`src/rtl/prog_divider_pkg.sv`:
```
// Shared defaults and types for the programmable divider.
// Assumes the stage count is a multiple of the section size.
package prog_divider_pkg;
    localparam int DEF_STAGES = 24;
    localparam int DEF_SECT   = 8;
    localparam int DEF_SEL_W  = 4;
    localparam int DEF_LEN_W  = 16;

    typedef enum logic [1:0] {
        MODE_SERIAL = 2'd0,
        MODE_SKIP   = 2'd1,
        MODE_SPLIT  = 2'd2
    } chain_mode_e;
endpackage

```
`src/rtl/fall_detect.sv`:
```
// Synchronises an asynchronous count input with two flops and emits a
// one-cycle strobe on each high-to-low transition.
// Assumes the input stays at each level for at least two system clocks.
module fall_detect (
    input  logic clk,
    input  logic rst_n,
    input  logic din,
    output logic fall
);
    logic meta_q, sync_q, last_q;

    // Two-flop synchroniser plus one delay stage used to compare levels.
    always_ff @(posedge clk) begin
        if (!rst_n) begin
            meta_q <= 1'b0;
            sync_q <= 1'b0;
            last_q <= 1'b0;
        end else begin
            meta_q <= din;
            sync_q <= meta_q;
            last_q <= sync_q;
        end
    end

    assign fall = last_q & ~sync_q;

    // a recognised drop lasts exactly one cycle.
    a_r2_single_strobe: assert property (@(posedge clk) disable iff (!rst_n)
        fall |=> !fall);
endmodule

```
`src/rtl/stage_chain.sv`:
```
// Holds the divider stages. The chain counts as one serial counter, as an
// upper counter with the low section frozen, or as independent sections.
// Assumes STAGES is a multiple of SECT.
module stage_chain
    import prog_divider_pkg::*;
#(
    parameter int STAGES = DEF_STAGES,
    parameter int SECT   = DEF_SECT
) (
    input  logic              clk,
    input  logic              rst_n,
    input  chain_mode_e       mode,
    input  logic              step,
    input  logic              hold,
    input  logic              force_clr,
    input  logic              force_set,
    output logic [STAGES-1:0] q
);
    localparam int NSECT = STAGES / SECT;
    localparam int UPPER = STAGES - SECT;

    logic [STAGES-1:0] serial_nx;
    logic [STAGES-1:0] skip_nx;
    logic [STAGES-1:0] split_nx;

    // Next value when the chain runs as one counter.
    always_comb serial_nx = q + STAGES'(1);

    // Next value when the low section is bypassed.
    always_comb skip_nx = {q[STAGES-1:SECT] + UPPER'(1), q[SECT-1:0]};

    // Next value of each independent section in split mode.
    generate
        for (genvar g = 0; g < NSECT; g++) begin : g_sect
            assign split_nx[g*SECT +: SECT] = q[g*SECT +: SECT] + SECT'(1);
        end
    endgenerate

    // Stage register: split counting first, then clear, fill, count.
    always_ff @(posedge clk) begin
        if (!rst_n) begin
            q <= '0;
        end else if (mode == MODE_SPLIT) begin
            if (step && !hold) q <= split_nx;
        end else if (force_clr) begin
            q <= '0;
        end else if (force_set) begin
            q <= '1;
        end else if (step && !hold) begin
            q <= (mode == MODE_SKIP) ? skip_nx : serial_nx;
        end
    end

    // clearing wins outside split mode.
    a_r6_clear: assert property (@(posedge clk) disable iff (!rst_n)
        (mode != MODE_SPLIT && force_clr) |=> (q == '0));
    // fill forces all ones.
    a_r7_fill: assert property (@(posedge clk) disable iff (!rst_n)
        (mode != MODE_SPLIT && !force_clr && force_set) |=> (&q));
    // holding freezes the stages.
    a_r5_hold: assert property (@(posedge clk) disable iff (!rst_n)
        (hold && (mode == MODE_SPLIT || (!force_clr && !force_set))) |=> $stable(q));
    // one step per strobe in serial mode.
    a_r2_step: assert property (@(posedge clk) disable iff (!rst_n)
        (mode == MODE_SERIAL && !force_clr && !force_set && step && !hold)
        |=> (q == $past(q) + STAGES'(1)));
    // the bypassed section never moves.
    a_r4_low_frozen: assert property (@(posedge clk) disable iff (!rst_n)
        (mode == MODE_SKIP && !force_clr && !force_set)
        |=> (q[SECT-1:0] == $past(q[SECT-1:0])));
endmodule

```
`src/rtl/tap_mux.sv`:
```
// Selects one of the upper stages by a binary code.
// Assumes the number of upper stages equals 2**SEL_W.
module tap_mux #(
    parameter int SEL_W = 4
) (
    input  logic [(1<<SEL_W)-1:0] upper,
    input  logic [SEL_W-1:0]      sel,
    output logic                  tap
);
    // Plain indexed pick of the chosen stage.
    always_comb tap = upper[sel];
endmodule

```
`src/rtl/pulse_stretch.sv`:
```
// Passes the tap straight through, or turns each rising edge of it into
// a pulse lasting a programmed number of clock cycles. A new edge during
// a pulse restarts the count. Disabling clears any pulse in progress.
module pulse_stretch #(
    parameter int LEN_W = 16
) (
    input  logic             clk,
    input  logic             rst_n,
    input  logic             enable,
    input  logic [LEN_W-1:0] width,
    input  logic             tap,
    output logic             dout
);
    logic             tap_d;
    logic [LEN_W-1:0] remain;
    logic             rise;

    assign rise = tap & ~tap_d;

    // Delayed tap used to find its rising edge.
    always_ff @(posedge clk) begin
        if (!rst_n) tap_d <= 1'b0;
        else        tap_d <= tap;
    end

    // Pulse length counter: load on an edge, count down to zero.
    always_ff @(posedge clk) begin
        if (!rst_n)              remain <= '0;
        else if (!enable)        remain <= '0;
        else if (rise)           remain <= width;
        else if (remain != '0)   remain <= remain - LEN_W'(1);
    end

    assign dout = enable ? (remain != '0) : tap;

    // every edge loads the full length.
    a_r11_load: assert property (@(posedge clk) disable iff (!rst_n)
        (enable && rise) |=> (remain == $past(width)));
    // the length counts down by one per cycle.
    a_r11_count: assert property (@(posedge clk) disable iff (!rst_n)
        (enable && !rise && remain != '0) |=> (remain == $past(remain) - LEN_W'(1)));
endmodule

```
`src/rtl/prog_divider.sv`:
```
// Top of the programmable divider. Decodes the chain mode from the
// control inputs and wires together the edge detector, the stage chain,
// the tap selector and the one-shot.
// Assumes all controls except count_in are synchronous to clk.
module prog_divider
    import prog_divider_pkg::*;
#(
    parameter int STAGES = DEF_STAGES,
    parameter int SECT   = DEF_SECT,
    parameter int SEL_W  = DEF_SEL_W,
    parameter int LEN_W  = DEF_LEN_W
) (
    input  logic             clk,
    input  logic             rst_n,
    input  logic             count_in,
    input  logic             force_set,
    input  logic             force_clr,
    input  logic             skip_low,
    input  logic             count_hold,
    input  logic [SEL_W-1:0] tap_sel,
    input  logic             stretch_en,
    input  logic [LEN_W-1:0] stretch_len,
    output logic             tap_out
);
    chain_mode_e       mode;
    logic              step;
    logic [STAGES-1:0] stages;
    logic              tap;

    // Mode decode: the three-way combination selects split counting.
    always_comb begin
        if (skip_low && force_set && force_clr) mode = MODE_SPLIT;
        else if (skip_low)                      mode = MODE_SKIP;
        else                                    mode = MODE_SERIAL;
    end

    fall_detect u_fall (
        .clk  (clk),
        .rst_n(rst_n),
        .din  (count_in),
        .fall (step)
    );

    stage_chain #(.STAGES(STAGES), .SECT(SECT)) u_chain (
        .clk      (clk),
        .rst_n    (rst_n),
        .mode     (mode),
        .step     (step),
        .hold     (count_hold),
        .force_clr(force_clr),
        .force_set(force_set),
        .q        (stages)
    );

    tap_mux #(.SEL_W(SEL_W)) u_mux (
        .upper(stages[STAGES-1:SECT]),
        .sel  (tap_sel),
        .tap  (tap)
    );

    pulse_stretch #(.LEN_W(LEN_W)) u_stretch (
        .clk   (clk),
        .rst_n (rst_n),
        .enable(stretch_en),
        .width (stretch_len),
        .tap   (tap),
        .dout  (tap_out)
    );

    // output is low right after reset.
    a_r1_reset_low: assert property (@(posedge clk)
        !rst_n |=> !tap_out);
endmodule

```
`config.mk`:
```
export PLATFORM = sky130hd
export DESIGN_NAME = prog_divider
export DESIGN_NICKNAME = d
export VERILOG_FILES = /design/src/rtl/prog_divider_pkg.sv /design/src/rtl/fall_detect.sv /design/src/rtl/stage_chain.sv /design/src/rtl/tap_mux.sv /design/src/rtl/pulse_stretch.sv /design/src/rtl/prog_divider.sv
export SDC_FILE = /design/constraint.sdc
export NUM_CORES = 1
export LEC_CHECK = 0
export BUFFER_PORTS_ARGS = -buffer_cell sky130_fd_sc_hd__buf_2
export CORE_ASPECT_RATIO = 1.5
export CORE_MARGIN = 1
export CORE_UTILIZATION = 45
export CTS_BUF_LIST = sky130_fd_sc_hd__clkbuf_4 sky130_fd_sc_hd__clkbuf_8 sky130_fd_sc_hd__clkbuf_16
export DETAILED_ROUTE_END_ITERATION = 12
export SLEW_MARGIN = 20
export SYNTH_ARGS = -nofsm -noshare
export SYNTH_HDL_FRONTEND = slang
export SYNTH_HIERARCHICAL = 1
export SYNTH_SLANG_ARGS = --single-unit
```
`constraint.sdc`:
```
create_clock -name clk -period 3 [get_ports clk]
set_input_delay 0.3 -clock clk [delete_from_list [all_inputs] [get_ports clk]]
set_output_delay 0.3 -clock clk [all_outputs]
set_load 0.02 [all_outputs]
```
# Word-level counts from Yosys, hierarchy flattened
# Index checks and enable logic that the tools add are counted.
# word_totals
ff_bits,44
latchBits,0
mem_bits_rw,0
mem_bits_ro,0
input_bits,28
output_inout_bits,1
word_cells,45
mem_count,0
# op_classes
addsub,6
multipliers,0
div,0
order_cmp,1
n_eq_ne,4
n_shift,0
n_mux,13
n_bitwise,4
reduce_logical,10
# op_table
op,n
two-way mux 24 bit,6
two-way mux 16 bit,2
"adder 24 x 1 -> 24 bit, second input constant",1
"adder 8 x 1 -> 8 bit, second input constant",3
"adder 16 x 1 -> 16 bit, second input constant",1
nonzero test 16 bit,1
"subtractor 16 x 1 -> 16 bit, second input constant",1
"< comparator 4 x 5 -> 1 bit, second input constant",1
binary-select mux 1 bit (select 4 bit),1
"!= test 4 x 3 -> 1 bit, second input constant",1
AND reduction 2 bit,2
logical AND 1 bit,3
two-way mux 1 bit,3
AND reduction 3 bit,1
nonzero test 3 bit,1
bitwise AND 1 bit,2
"== test 2 x 1 -> 1 bit, second input constant",1
"== test 2 bit, second input constant",1
two-way mux 2 bit,1
"!= test 2 bit, second input constant",1
inverter 1 bit,2
nonzero test 2 bit,1
zero test 1 bit,1

# Depth between registers and ports, before layout
# depth
ltp_word,9
ltp_mapped,8
ltp_nobuf,7

# Modules after synthesis
# Netlist, hierarchy kept.
# modules_own_cells
module,instances,cells_per_inst,area_per_inst_um2,seq_area_each_um2
stage_chain,1,235,1856.8,480.5
pulse_stretch,1,106,953.4,340.3
tap_mux,1,7,135.1,0.0
fall_detect,1,7,88.8,60.1
prog_divider,1,2,17.5,0.0

# Worst setup path after synthesis
# No wires, ideal clock.
# synth_timing
path_kind,reg2reg
from,register u_chain.q[16]
to,register u_stretch.remain[10]
setup_ns,0.140
t_arrival_ns,1.866
required_ns,2.860
setup_slack_ns,0.994
path_stages_with_launch,8
n_path_buf,2
synth_period_minus_slack_ns,2.006
cell_sequence,dfxtp_1 > mux4_1 > mux2i_1 > mux2i_1 > nand2b_1 > clkbuf_1 > clkbuf_1 > a211oi_1
# synth_between
elab_chain_len,4
elab_cells_between_ends,5
cone_classes,3 x mux; 1 x bitwise; 1 x reduce/logical
# synth_lines
item,line,text
"start, declared",stage_chain.sv:17,output logic [STAGES-1:0] q
"start signal, assigned",stage_chain.sv:44,if (step && !hold) q <= split_nx;
"start signal, assigned",stage_chain.sv:50,q <= (mode == MODE_SKIP) ? skip_nx : serial_nx;
binary-select mux 1 bit (select 4 bit) *,tap_mux.sv:11,always_comb tap = upper[sel];
two-way mux 1 bit (implied by the code) *,tap_mux.sv:11,
named net tap,prog_divider.sv:28,logic tap;
bitwise AND 1 bit *,pulse_stretch.sv:18,assign rise = tap & ~tap_d;
two-way mux 16 bit or nonzero test 2 bit (tied branches),--,
"end signal, assigned",pulse_stretch.sv:30,else if (rise) remain <= width;
"end signal, assigned",pulse_stretch.sv:31,else if (remain != '0) remain <= remain - LEN_W'(1);
"end, declared",pulse_stretch.sv:15,logic [LEN_W-1:0] remain;
# Mark *: on every way through the listed nets, which the timed path passes. The rest lies on a longest branch. The select of a mux whose other input is x is not followed.
# A chain may end at the register's enable or synchronous reset.

# Worst setup path in the final report
# layout_timing
from,register u_stretch.remain[0]
to,output port tap_out
# layout_between
elab_chain_len,2
# layout_lines
item,line,text
nonzero test 16 bit,pulse_stretch.sv:34,assign dout = enable ? (remain != '0) : tap;
two-way mux 1 bit,pulse_stretch.sv:34,
"end, declared",prog_divider.sv:23,output logic tap_out
# Every way passes these cells.

==> impl_results.md <==
- Main flop type after synthesis: dfxtp_1
- Wire length reported by the detailed router: 8240 um
- Crit path launch type: flop
- Starting utilization of the core area: 46.7%
- CTS buffer count: 5
- Number of vias per cell after detailed routing: 6.46
- Tightest Hold Check Type: in2reg
- Layout-stage area growth over the synthesis result: 8.61%
- Number of antenna violations at the first check in global routing: 0
- Placed wire-length estimate after detailed placement: 6140 um
- Synth area leader: dfxtp_1
- R2r setup slk: 0.70 ns
- Vert. Die Dim: 103 um
- Most frequent cells in the layout: 44 x dfxtp_1, 33 x nor2_1, 28 x buf_2
- Pin count of the biggest net entering global routing: 27
- Reg2Reg Launch Point: u_chain/q[8]
- Endpoint, Worst Hold: u_fall/meta_q
- Setup tns final: 0 ns
- Leakage power: 1.29 nW
- Area of the mapped netlist: 0.00305 mm^2
- Synth Register Bits: 44
- Critical path buffer and inverter count: 2
- Startpoint of the most critical setup path: u_stretch/remain[0]
- Count of port buffers added during placement: 28
- Arrival time worst endpoint: 2.00 ns
- Worst path slowest cell: nor4b_1
- Remaining design rule violation count: 0
- Die Area: 0.00712 mm^2
- Cell variety after synth: 73
- R2R Path End: u_stretch/remain[10]
- Floorplan die width: 69.2 um
- Cell-by-cell listing of the critical path: inv_1, ha_1, nor4b_1, nand4_1, mux2_2, buf_2
- Area post-placement: 0.00320 mm^2
- Number of pins exceeding their max-slew limit in the final report: 0
- Maximum count of clock buffers along a single path: 2
- Detailed-router iteration count before antenna repair: 4
- Status: complete, no violations
- CTS clk-pin slew, worst paths: 0.08 ns
- Time the worst path needs with I/O delays and setup: 2.30 ns
- WL per Instance: 18.2 um
- Final clock period utilization by the worst path: 76.5%
- Global Route Usage Sum: 23.6%
- Nets: 408
- Number of instances in the synthesized netlist: 357
- Number of warnings reported in the yosys synthesis log: 6
- Req. time, crit path: 2.70 ns
- Most frequent standard cell in the layout excluding fill and tap cells: dfxtp_1
- FMAX: 436 MHz
- Depth of the worst hold-timing path: 2
- Slew of the pin with the lowest slew margin: 0.553 ns
- Number of cells on the worst reg-to-reg path: 7
- Post-Synthesis Net Count: 389
- Proportion of netlist area held by the largest area contributor: 28.9%
- Utilization after layout: 50.7%
- Sequential-to-total area share from yosys stat: 28.9%
- Worst Skew: 0.00638 ns
- Iter 0 DRT Violations: 102
- Routability congestion estimate from global placement: 0.906
- Number of placement rows: 36
- Clk Latency, worst-skew pair: 0.30 ns
- Vias in the first global route: 2785
- Number of gates resized after cts: 0
- Type of the worst setup path: reg2out
- I/O Pins: 29
- Count of hold-fix buffers inserted at cts: 0
- Pwr Total: 0.00256 W
- Hold slack final: 0.212 ns
- Core Footprint: 0.00653 mm^2
- Number of endpoints with negative hold slack in the final report: 0
- Average cell area after synthesis: 8.55 um^2
- Total congestion overflow after global routing: 0
- Setup violations, final: 0
- Most area-consuming cells after synthesis: dfxtp_1 29%, a21oi_1 4.4%, nor2_1 4.1%, a211oi_1 3.4%, mux4_1 3.4%
- Number of maximum-capacitance violations: 0
- Area of all placed cells without fillers: 0.00331 mm^2
- Critical hold path startpoint: count_in
- Slew Limit Headroom: 63.1%
- Maximum level of the CTS H-tree: 2
- Highest net fanout along the worst path: 4
- Count of antenna-violating nets left after detailed routing: 0
- Area of the multi-input gates: 0.00201 mm^2
- Register area: 881 um^2
- Number of sinks handled by clock tree synthesis: 44
- Endpoint type of the worst setup path: output pin
- Clock root cell: clkbuf_8
- Power per cell area: 772 mW/mm^2
- Layout fillers: 660
- RSZ-0062 raised after global routing: no
- Count of flip-flops with a built-in enable after synthesis: 0
- Count of vias placed by the detailed router: 2927
- Count of antenna diodes in the layout: 0
- Number of setup buffers added after CTS: 0
- First-pass GRT wire length: 13300 um
- Cell family with the largest share of critical-path delay: simple AND/OR/NAND/NOR gates
- Proportion of register bits with asynchronous set or reset after synthesis: 0%
- Share of layout cells above drive strength 1: 19.6%
- TritonCTS clock tree: yes
- Max stage delay on crit path: 0.38 ns
- Worst supply voltage drop on vdd: 0.266 mV
==> per-layer routing <==
metal  part of all wire, %  vias up  wire (um)  GRT usage, %
met5                     0        -          0             0
met4                   4.9        0        405          14.4
met3                   3.8       31        317          3.03
met2                    54       88       4450          47.0
met1                    37     1391       3070          23.1
li1                      -     1417          -             -
==> cell type report <==
type	instances	area share (%)
clock buffers	6	2.30
clock inverters	2	1.06
repair buffers	34	5.59
multi-input cells	282	60.6
flip-flops and latches	44	26.6
well taps	76	2.87
inverters	9	1.02
==> state kept, by name, indices dropped and copies added, names as in the netlist <==
register and cells:
u_fall/last_q 1, u_fall/meta_q 1, u_fall/sync_q 1, u_chain/q 24, u_stretch/remain 16, u_stretch/tap_d 1
==> power by group <==
group | internal [W] | switching (W) | leakage (nW)
Clock | 0.000257 | 0.000221 | 0.0586
Combinational | 0.000561 | 0.000662 | 0.869
Sequential | 0.000703 | 0.000157 | 0.361
==> cell usage after synthesis (all sizes together) (5+ instances only) <==
master	count
a211oi	16
a21oi	28
a311oi	7
a31oi	7
and2	5
and3	10
and4	7
buf	13
clkbuf	9
dfxtp	44
inv	9
nand2	17
nand2b	8
nand3	9
nand4	7
nor2	33
nor2b	7
nor3	10
nor3b	5
nor4	7
o21a	5
o21ai	21
xnor2	8
==> per-stage QoR <==
step / std cells / setup WS (ns)
after floorplan: 357 / 0.994
after global placement: 445 / 0.652
after detailed placement: 445 / 0.555
after CTS: 453 / 0.689
after global routing: 453 / 0.507
final: 453 / 0.705
==> cells by family (layout without fill, tap and decap cells) <==
group | count (synthesis) | after routing | share of synthesized area, %
AND/OR/NAND/NOR | 133 | 133 | 25.7
AO/OA/AOI/OAI | 124 | 124 | 29.9
flip-flops | 44 | 44 | 28.9
buffers and inverters | 31 | 51 | 5.33
XOR/XNOR | 12 | 12 | 3.44
multiplexers | 9 | 9 | 5.13
adder cells (fa/ha/maj) | 4 | 4 | 1.64
==> how the worst max path moves through the flow <==
stage,to,slack (ns),cells past startpoint
4_1_cts,tap_out,0.69,6
3_5_place_dp,u_chain/q[12],0.56,7
2_1_floorplan,u_stretch/remain[10],0.99,7
3_3_place_gp,u_chain/q[12],0.65,7
5_1_grt,u_stretch/remain[10],0.51,7
6_report,tap_out,0.70,6
Power figures use the tool's default switching activity.
